$ cat src/rtl/nhs_pkg.sv
package nhs_pkg;
    typedef enum logic [1:0] {
        RES_IDLE = 2'd0,
        RES_HIT  = 2'd1,
        RES_MISS = 2'd2
    } res_kind_e;
endpackage

$ cat src/rtl/nhs_key_align.sv
// Moves the key lane of a beat down to bit 0 and clears everything above it.
module nhs_key_align #(
    parameter int BUS_W   = 32,
    parameter int KEY_OFF = 40,
    parameter int KEY_W   = 8
) (
    input  logic [BUS_W-1:0] data_i,
    output logic [BUS_W-1:0] key_o
);
    localparam int LANE = KEY_OFF % BUS_W;
    localparam logic [BUS_W-1:0] MASK = ~({BUS_W{1'b1}} << KEY_W);

    logic [BUS_W-1:0] shifted;

    assign shifted = data_i >> LANE;
    assign key_o   = shifted & MASK;
endmodule

$ cat src/rtl/nhs_succ_match.sv
// Compares the aligned key with every table entry in parallel. The lowest index wins.
module nhs_succ_match #(
    parameter int BUS_W  = 32,
    parameter int KEY_W  = 8,
    parameter int CODE_W = 4,
    parameter int N_ENT  = 4,
    parameter logic [N_ENT*KEY_W-1:0]  KEY_TABLE  = '0,
    parameter logic [N_ENT*CODE_W-1:0] CODE_TABLE = '0
) (
    input  logic [BUS_W-1:0]  key_i,
    output logic              hit_o,
    output logic [CODE_W-1:0] code_o
);
    logic [N_ENT-1:0] ent_hit;

    for (genvar gi = 0; gi < N_ENT; gi++) begin : g_ent
        assign ent_hit[gi] = (key_i == BUS_W'(KEY_TABLE[gi*KEY_W +: KEY_W]));
    end

    always_comb begin
        hit_o  = 1'b0;
        code_o = '0;
        for (int i = N_ENT - 1; i >= 0; i--) begin
            if (ent_hit[i]) begin
                hit_o  = 1'b1;
                code_o = CODE_TABLE[i*CODE_W +: CODE_W];
            end
        end
    end
endmodule

$ cat src/rtl/nhs_transition.sv
module nhs_transition #(
    parameter int BUS_W   = 32,
    parameter int KEY_OFF = 40,
    parameter int KEY_W   = 8,
    parameter int CODE_W  = 4,
    parameter int PID_W   = 8,
    parameter logic [CODE_W-1:0] NODE_ID = 4'd3,
    parameter int N_ENT   = 4,
    parameter logic [N_ENT*KEY_W-1:0]  KEY_TABLE  = 32'h2233_2211,
    parameter logic [N_ENT*CODE_W-1:0] CODE_TABLE = 16'h9765
) (
    input  logic              clk,
    input  logic              rst_n,
    input  logic              beat_valid,
    input  logic              beat_sop,
    input  logic              beat_eop,
    input  logic [PID_W-1:0]  beat_pkt_id,
    input  logic [BUS_W-1:0]  beat_data,
    input  logic [CODE_W-1:0] hdr_code_in,
    output logic              nh_valid,
    output logic              hdr_exc,
    output logic [CODE_W-1:0] nh_code,
    output logic [PID_W-1:0]  nh_pkt_id
);
    import nhs_pkg::*;

    localparam int KEY_WIN   = KEY_OFF / BUS_W;
    localparam int KEY_START = KEY_WIN * BUS_W;
    localparam int CNT_W     = $clog2(KEY_START + BUS_W + 1) + 1;

    typedef struct packed {
        logic [CNT_W-1:0]  rcv_bits;
        res_kind_e         kind;
        logic [CODE_W-1:0] code;
        logic [PID_W-1:0]  pid;
    } st_t;

    st_t st_d, st_q;

    logic              hdr_valid;
    logic              take;
    logic              key_win;
    logic [CNT_W-1:0]  win_start;
    logic [BUS_W-1:0]  aligned_key;
    logic              tbl_hit;
    logic [CODE_W-1:0] tbl_code;

    nhs_key_align #(
        .BUS_W  (BUS_W),
        .KEY_OFF(KEY_OFF),
        .KEY_W  (KEY_W)
    ) u_align (
        .data_i(beat_data),
        .key_o (aligned_key)
    );

    nhs_succ_match #(
        .BUS_W     (BUS_W),
        .KEY_W     (KEY_W),
        .CODE_W    (CODE_W),
        .N_ENT     (N_ENT),
        .KEY_TABLE (KEY_TABLE),
        .CODE_TABLE(CODE_TABLE)
    ) u_match (
        .key_i (aligned_key),
        .hit_o (tbl_hit),
        .code_o(tbl_code)
    );

    always_comb begin
        hdr_valid = (hdr_code_in == NODE_ID);
        take      = beat_valid & hdr_valid;
        win_start = beat_sop ? '0 : st_q.rcv_bits;
        key_win   = (win_start == CNT_W'(KEY_START));

        st_d = st_q;
        if (take) begin
            // Stop counting once past the key window so the count cannot wrap into it again.
            if (win_start <= CNT_W'(KEY_START)) begin
                st_d.rcv_bits = win_start + CNT_W'(BUS_W);
            end else begin
                st_d.rcv_bits = win_start;
            end

            if (key_win) begin
                st_d.kind = tbl_hit ? RES_HIT : RES_MISS;
                st_d.code = tbl_hit ? tbl_code : '0;
                st_d.pid  = beat_pkt_id;
            end else if (beat_eop || beat_sop) begin
                st_d.kind = RES_IDLE;
                st_d.code = '0;
                st_d.pid  = '0;
            end
        end
    end

    always_ff @(posedge clk) begin
        if (!rst_n) begin
            st_q <= '{rcv_bits: '0, kind: RES_IDLE, code: '0, pid: '0};
        end else begin
            st_q <= st_d;
        end
    end

    assign nh_valid  = (st_q.kind == RES_HIT);
    assign hdr_exc   = (st_q.kind == RES_MISS);
    assign nh_code   = st_q.code;
    assign nh_pkt_id = st_q.pid;
endmodule

$ cat config.mk
export PLATFORM = sky130hd
export DESIGN_NAME = nhs_transition
export DESIGN_NICKNAME = d
export VERILOG_FILES = /design/src/rtl/nhs_pkg.sv /design/src/rtl/nhs_key_align.sv /design/src/rtl/nhs_succ_match.sv /design/src/rtl/nhs_transition.sv
export SDC_FILE = /design/constraint.sdc
export NUM_CORES = 1
export LEC_CHECK = 0
export BUFFER_PORTS_ARGS = -buffer_cell sky130_fd_sc_hd__buf_2
export CORE_MARGIN = 2
export CORE_UTILIZATION = 40
export CTS_BUF_LIST = sky130_fd_sc_hd__clkbuf_8 sky130_fd_sc_hd__clkbuf_16
export DETAILED_ROUTE_END_ITERATION = 7
export PLACE_DENSITY = 0.75
export SKIP_LAST_GASP = 1
export SLEW_MARGIN = 30
export SYNTH_ARGS = -nofsm -noshare
export SYNTH_HDL_FRONTEND = slang
export SYNTH_SLANG_ARGS = --single-unit
$ cat constraint.sdc
create_clock -name clk -period 2.4 [get_ports clk]
set_input_delay 0.12 -clock clk [delete_from_list [all_inputs] [get_ports clk]]
set_output_delay 0.12 -clock clk [all_outputs]
set_load 0.03 [all_outputs]
### Yosys cells after proc, flatten, opt, wreduce, memory -nomap -nowiden

Index checks and enable logic that the tools add are counted.

| word-level totals | value |
|---|---|
| register bits | 22 |
| input bits | 49 |
| output and inout bits | 14 |
| logic and storage cells | 29 |

| operators by class | value |
|---|---|
| $add $sub $neg | 1 |
| order comparisons | 1 |
| eq/ne operators | 7 |
| multiplexer cells | 12 |
| bitwise operators | 1 |
| reductions and logical operators | 3 |

Operators by type and width:

| kind | number |
|---|---|
| 2-to-1 mux 14 bit | 2 |
| equality test 8 x 6 -> 1 bit, second input constant | 3 |
| 2-to-1 mux 8 bit | 2 |
| 2-to-1 mux 3 bit | 3 |
| adder 8 x 6 -> 8 bit, second input constant | 1 |
| equality test 8 x 5 -> 1 bit, second input constant | 1 |
| less-or-equal comparator 8 x 6 -> 1 bit, second input constant | 1 |
| equality test 4 x 2 -> 1 bit, second input constant | 1 |
| 2-to-1 mux 4 bit | 1 |
| 2-to-1 mux 1 bit | 3 |
| equality test 2 x 1 -> 1 bit, second input constant | 1 |
| equality test 2 bit, second input constant | 1 |
| 2-to-1 mux 2 bit | 1 |
| AND reduction 2 bit | 1 |
| nonzero test 2 bit | 1 |
| AND 1 bit | 1 |
| logical OR 1 bit | 1 |

### Depth between registers and ports, before layout

Gate-level depths: netlist (run 1).

| logic depth | value |
|---|---|
| depth after elaboration | 6 |
| gate-level depth with buffers | 5 |
| depth with buffers taken out | 4 |

### Modules after synthesis

A second synthesis (run 1) with hierarchy kept.

| second synthesis, totals | value |
|---|---|
| cells, all modules | 134 |
| area, all modules | 1,292.5 um2 |

By module, submodules not included:

| module | instances | cells an instance | area an instance (um2) | seq. area each (um2) |
|---|---|---|---|---|
| nhs_transition | 1 | 81 | 898.4 | 440.4 |
| nhs_key_align | 1 | 33 | 244.0 | 0.0 |
| nhs_succ_match | 1 | 20 | 150.1 | 0.0 |

### Least setup slack after synthesis (run 1)

Ideal clock, no wire load.

| timing path | value |
|---|---|
| kind | flip-flop to flip-flop |
| from | register st_q[14] (netlist name) |
| to | register st_q[13] (netlist name) |
| setup time | 117 ps |
| arrival time | 1,300 ps |
| data required time | 2,283 ps |
| setup slack | 983 ps |
| cell stages (with the launch flop) | 6 |
| path buffers | 1 |
| period minus slack after synthesis | 1,417 ps |
| cell sequence | dfxtp_1 nor4_4 nand4b_1 a22o_1 buf_6 a22o_1 |

| on the way | value |
|---|---|
| longest elaborated chain between the ends | 4 |
| elaborated cells between the ends (all ways) | 5 |
| classes of those cells | eq/ne: 1; mux: 2; reduce/logical: 2 |

Ends and longest elaborated chain:

| element | RTL line | text |
|---|---|---|
| start: declaration | nhs_transition.sv:38 | `st_t st_d, st_q;` |
| start signal: assignment | nhs_transition.sv:99 | `st_q <= '{rcv_bits: '0, kind: RES_IDLE, code: '0, pid: '0};` |
| start signal: assignment | nhs_transition.sv:101 | `st_q <= st_d;` |
| 2-to-1 mux 8 bit (*) | nhs_transition.sv:73 | `win_start = beat_sop ? '0 : st_q.rcv_bits;` |
| equality test 8 x 6 -> 1 bit (*) | nhs_transition.sv:74 | `key_win = (win_start == CNT_W'(KEY_START));` |
| nonzero test 2 bit (no line) | - |  |
| AND reduction 2 bit (no line) | - |  |

Every way passes the cells marked *; elsewhere a longest branch is shown, timed or not.
A chain may end at the register's enable or synchronous reset.

### Worst setup path after layout (run 1)

| timing path | value |
|---|---|
| from | register st_q[14] (netlist name) |
| to | register st_q (netlist bit nh_pkt_id[2]) |

Same word-level chain as after synthesis.

==> results_dict.tcl, run 1 <==
set metrics [dict create \
    grt_max_degree 13 \
    cp.required_ns 2.54 \
    slowest_stage "a22o_1" \
    p_per_area_nw_per_um2 539 \
    finalSetupTns_ns 0 \
    ant_nets 0 \
    firstDrtPassIters 4 \
    antenna_found_initial 0 \
    cap_violations 0 \
    htree_num_levels 1 \
    fin_nets 167 \
    worstSetupPathType "flop to flop" \
    fp.coreArea_um2 2190 \
    yosysWarnings 0 \
    clock_latency_ns 0.24 \
    leakagePower_nw 0.503 \
    dr_wl_met2_um 718 \
    multi_input_comb_area_um2 408 \
    syn_avg_cell_area_um2 10.3 \
    internal_power_w 0.000463 \
    crit_family "compound AO/OA/AOI/OAI gates" \
    skew_ns 0.00419 \
    rsz0062_at_grt "false" \
    cts_tree "built" \
    slew_headroom_pct 60.5 \
    post-route-period-util_pct 64.1 \
    viasPerCell 5.01 \
    fin_crit_ns 1.54 \
    synth_seq_cells 20 \
    max_stage_delay_ns 0.37 \
    die_w_um 51.7 \
    path_max_fanout 12 \
    hpwl_um 1220 \
    grt_usage_pct 12.3 \
    worstSetupStartpointType "flop" \
    path_cells "nor4_4 > nand4b_1 > a22o_1 > a22o_2" \
    final_common_cell "buf_2" \
    end_kind "flop" \
    highest_layer "met3" \
    num_io_pins 63 \
    final_util_pct 48.8 \
    outcome "finished clean" \
    cts-root-buf "clkbuf_8" \
    yosysSeqAreaShare_pct 44.0 \
    final_cell_mix "buf_2 (37), dfxtp_1 (20), a22o_1 (8), and2_1 (5)" \
    clock-sinks 20 \
    numCtsBuffers 3 \
    grt_pass1_wl_um 2450 \
    power_switching_w 0.000113 \
    worst_pin_slew_ns 0.587 \
    drive_gt1_share_pct 40.9 \
    p_seq_share_pct 57.7 \
    clockBufferDepth 2 \
    critPathArrivalTime_ns 1.68 \
    drt-total-wl_um 1520 \
    fmax_mhz 650 \
    syn_area_um2 910 \
    worst-path-buf-inv 0 \
    hp-class "input port to flop" \
    antenna_cells 0 \
    fillCellCount 200 \
    cts_setup_buffers 0 \
    buffer_ports.inserted 37 \
    wire_per_inst_um 10.6 \
    fp.dieH_um 51.7 \
    clkSlewWorstSetupHoldPaths_ns 0.07 \
    syn_inst 88 \
    post_cts_resized 0 \
    die_area_um2 2670 \
    regArea_um2 400 \
    combPwrFrac_pct 7.1 \
    start_util_pct 41.5 \
    p_sw_share_pct 19.7 \
    drc 0 \
    core.rowCount 17 \
    wl_met3_um 99 \
    drt-met1-wl_um 699 \
    ctsHoldBuffers 0 \
    area_growth_pct 17.6 \
    via_count 717 \
    clockPowerShare_pct 35.2 \
    synth_fp_nets 138 \
    finalHoldViolations 0 \
    grt_overflow 0 \
    ys_types 31 \
    finalSetupViolations 0 \
    first_global_vias 601 \
    drv_slew 0 \
    place_congestion 0.821 \
    vdd_drop_max_uv 235 \
    initialDrtViolationCount 10 \
]
[path summary, 6_finish.rpt]
| kind | startpoint | end | slack [ns] | cells past startpoint |
|---|---|---|---|---|
| worst min-delay path | beat_pkt_id[7] | nh_pkt_id[7] | 0.08 | 2 |
| worst max-delay path | st_q[14] | nh_pkt_id[2] | 0.86 | 4 |
| worst min register to register | nh_code[0] | nh_code[0] | 0.47 | 1 |
| worst max register to register | st_q[14] | nh_pkt_id[2] | 0.86 | 4 |
[power by group through the flow]
stage | Clock [W] | Sequential (W) | Combinational [W]
3_5_place_dp | 0 | 0.000340 | 0.0000409
4_1_cts | 0.000213 | 0.000332 | 0.0000412
3_3_place_gp | 0 | 0.000340 | 0.0000398
2_1_floorplan | 0 | 0.000340 | 0.0000194
6_report | 0.000203 | 0.000333 | 0.0000408
5_1_grt | 0.000226 | 0.000332 | 0.0000461
[flip-flops by register name, summed over array words and instances (netlist names)]
name / flops
st_q: 9
nh_pkt_id: 8
nh_code: 3
[stage by stage]
step	std cells	power, W	hold slack (ns)	setup WS, ns	area, µm²
2_1_floorplan	88	0.000359	0.245	0.983	910
3_3_place_gp	140	0.000380	0.334	0.861	1030
3_5_place_dp	140	0.000381	0.334	0.850	1030
4_1_cts	143	0.000587	0.0802	0.837	1070
5_1_grt	143	0.000604	0.0840	0.753	1070
6_report	143	0.000576	0.0836	0.861	1070
[metal layers]
layer  vias to the layer above  track usage [%]
met5                         -                0
met1                       329             16.1
met4                         0             3.95
li1                        365                -
met3                         0             3.74
met2                        23             19.2
[cell type report]
type / instances / share of cell area [%]
multi-input combinational: 55 / 38.1
sequential: 20 / 37.4
timing repair buffer: 37 / 17.3
clock buffer: 3 / 3.86
tap: 28 / 3.27
[synth_stat cells, drive strengths merged]
library cell	count	share of area (%)
dfxtp	20	44
buf	13	11
a22o	10	9.9
and2	6	4.3
nand2	4	1.7
nor2	4	1.7
nor2b	4	2.8
o2bb2ai	3	2.9
a21oi	2	1.1
a32o	2	2.2
nand3	2	1.1
nand4	2	1.4
nor3	2	2.3
nor4	2	3.0
a21boi	1	0.83
and4	1	0.96
and4b	1	1.2
conb	1	0.41
ha	1	1.4
nand2b	1	0.69
nand4b	1	0.96
nor3b	1	0.83
o211a	1	1.1
o21ai	1	0.55
or2	1	0.69
xnor2	1	0.96
[logic make-up after synthesis]
family                   count (synthesis)  share of synthesized area [%]
AO/OA/AOI/OAI                           20                           18.6
XOR/XNOR                                 1                          0.963
adder cells (fa/ha/maj)                  1                           1.38
buffers and inverters                   13                           11.1
flip-flops                              20                           44.0
other                                    1                          0.412
AND/OR/NAND/NOR                         32                           23.5
[worst register-to-register path: stages (launching register included)]
cell      delay, ns
dfxtp_1        0.33
nor4_4         0.30
nand4b_1       0.13
a22o_1         0.37
a22o_2         0.31
(Power assumes the default switching activity.)
==> run 2, diff against run 1 <==
--- a/config.mk
+++ b/config.mk
@@ -7,10 +7,10 @@
 export LEC_CHECK = 0
 export BUFFER_PORTS_ARGS = -buffer_cell sky130_fd_sc_hd__buf_2
 export CORE_MARGIN = 2
-export CORE_UTILIZATION = 40
+export CORE_UTILIZATION = 36
 export CTS_BUF_LIST = sky130_fd_sc_hd__clkbuf_8 sky130_fd_sc_hd__clkbuf_16
 export DETAILED_ROUTE_END_ITERATION = 7
-export PLACE_DENSITY = 0.75
+export PLACE_DENSITY = 0.71
 export SKIP_LAST_GASP = 1
 export SLEW_MARGIN = 30
 export SYNTH_ARGS = -nofsm -noshare
==> constraint.sdc (replaced) <==
create_clock -name clk -period 1.35 [get_ports clk]
set_input_delay 0.0675 -clock clk [delete_from_list [all_inputs] [get_ports clk]]
set_output_delay 0.0675 -clock clk [all_outputs]
set_load 0.03 [all_outputs]
==> run 2 against run 1 <==
- the run now ends with negative setup slack left
- worst setup slack got worse by 0.99 ns
- highest routed layer unchanged
- sequential power increased by 77%
- total power increased by 120%
- maximum frequency increased by 3.8%
- utilization decreased by 0.27 points
- die area increased by 10%
- flip-flop and latch count unchanged
==> results_dict.tcl, run 2 (synthesized netlist as in run 1, its figures left out) <==
set metrics [dict create \
    hpwl_um 1500 \
    place_ws_ns -0.228 \
    grt_overflow 0 \
    path_max_fanout 12 \
    first_global_vias 671 \
    via_count 755 \
    viasPerCell 4.97 \
    final_common_cell "buf_2" \
    p_seq_share_pct 46.5 \
    start_util_pct 37.4 \
    cap_violations 0 \
    drive_gt1_share_pct 48.4 \
    vdd_drop_max_uv 745 \
    worstSetupStartpointType "flop" \
    die_w_um 54.3 \
    post-route-period-util_pct 110 \
    core.rowCount 18 \
    end_kind "flop" \
    p_per_area_nw_per_um2 1080 \
    antenna_cells 0 \
    clkSlewWorstSetupHoldPaths_ns 0.07 \
    cts-root-buf "clkbuf_8" \
    grt_max_degree 13 \
    internal_power_w 0.00103 \
    fin_total_pwr_w 0.00127 \
    p_sw_share_pct 19.2 \
    path_cells "nor4_4 > nand4b_1 > a22o_4 > a22o_2" \
    antenna_found_initial 0 \
    worst-path-buf-inv 0 \
    finalHoldViolations 0 \
    fp.dieH_um 54.3 \
    num_io_pins 63 \
    clockBufferDepth 2 \
    final_cell_mix "buf_2 (37), dfxtp_1 (19), a22o_1 (7), and2_1 (5), buf_4 (5)" \
    outcome "finished, violations left" \
    drt-total-wl_um 1870 \
    fmax_mhz 674 \
    drc 0 \
    htree_num_levels 1 \
    grt_usage_pct 13.8 \
    skew_ns 0.000699 \
    finalSetupViolations 9 \
    fillCellCount 239 \
    worstSetupPathType "flop to flop" \
    area_growth_pct 29.8 \
    wire_per_inst_um 12.3 \
    clockPowerShare_pct 46.9 \
    violations "negative setup slack" \
    finalSetupTns_ns -0.800 \
    combPwrFrac_pct 6.6 \
    buffer_ports.inserted 37 \
    rsz0062_at_grt "true" \
    r2r_setup_slack_ns -0.13 \
    slowest_stage "dfxtp_2" \
    power_switching_w 0.000244 \
    cp.required_ns 1.51 \
    hp-class "input port to flop" \
    fin_crit_ns 1.48 \
    grt_pass1_wl_um 2910 \
    setup_ws_ns -0.133 \
    critPathArrivalTime_ns 1.64 \
    leakagePower_nw 0.551 \
    initialDrtViolationCount 5 \
    cts_tree "built" \
    fin_nets 173 \
    fp.coreArea_um2 2430 \
    ant_nets 0 \
    regMostFlops "st_q" \
    clock_latency_ns 0.26 \
    place_congestion 0.739 \
    crit_family "compound AO/OA/AOI/OAI gates" \
    numCtsBuffers 3 \
    clock-sinks 20 \
    largest_reg_flops 9 \
    drv_slew 0 \
    die_area_um2 2940 \
    max_stage_delay_ns 0.33 \
    firstDrtPassIters 4 \
    cts_setup_buffers 0 \
]
-- run 2: changes by cell type in the layout (fill, tap and decap cells not counted) --
cell / previous run / this run
a21oi_1: 2 / 1
a21oi_2: 0 / 1
a22o_1: 8 / 7
a22o_4: 0 / 1
buf_12: 0 / 1
buf_4: 0 / 5
bufinv_16: 0 / 1
dfxtp_1: 20 / 19
dfxtp_2: 0 / 1
nand3_1: 2 / 1
nand3_2: 0 / 1
nor2b_1: 4 / 3
nor2b_2: 0 / 1
-- run 2: power by group through the flow --
| stage | registers [W] | logic [W] | clock network, W |
|---|---|---|---|
| 2_1_floorplan | 0.000604 | 0.0000347 | 0 |
| 3_3_place_gp | 0.000605 | 0.0000759 | 0 |
| 3_5_place_dp | 0.000605 | 0.0000800 | 0 |
| 4_1_cts | 0.000591 | 0.0000841 | 0.000619 |
| 5_1_grt | 0.000591 | 0.0000931 | 0.000642 |
| 6_report | 0.000591 | 0.0000837 | 0.000597 |
-- run 2: layer usage --
metal / share of wire (%) / vias up / global-route usage, % / wire [µm]
met4: 0 / 0 / 3.75 / 0
met5: 0 / - / 0 / 0
met3: 6.7 / 0 / 4.10 / 125
met2: 52 / 23 / 23.3 / 977
li1: - / 376 / - / -
met1: 41 / 356 / 16.9 / 771
-- run 2: what timing repair did --
item	in CTS	in global routing
hold buffers	0	0
setup endpoints to repair	12	14
pin swaps	1	0
hold endpoints to repair	0	0
resized for setup	3	2
-- run 2: area by class of cell --
class                      instances  area, µm²  area share, %
tap                               30       37.5           3.18
timing repair buffer              43        243           20.6
clock inverter                     1       30.0           2.54
multi-input combinational         55        428           36.2
sequential                        20        402           34.0
clock buffer                       3       41.3           3.50
-- run 2: worst paths after layout --
path                                     start      endpoint  depth (start not counted)
worst max-delay path                  st_q[17]  nh_pkt_id[2]                          4
worst min-delay path            beat_pkt_id[6]  nh_pkt_id[6]                          2
worst max register to register        st_q[17]  nh_pkt_id[2]                          4
worst min register to register      nh_code[0]    nh_code[0]                          1
-- run 2: per-stage QoR --
step           util (%)  instances  area, µm²  hold slack (ns)
6_report           48.6        152       1180           0.0163
3_5_place_dp       44.8        148       1090            0.284
3_3_place_gp       44.8        148       1090            0.279
5_1_grt            48.6        152       1180          0.00716
4_1_cts            48.3        152       1170          0.00628
2_1_floorplan         -         88        911            0.193
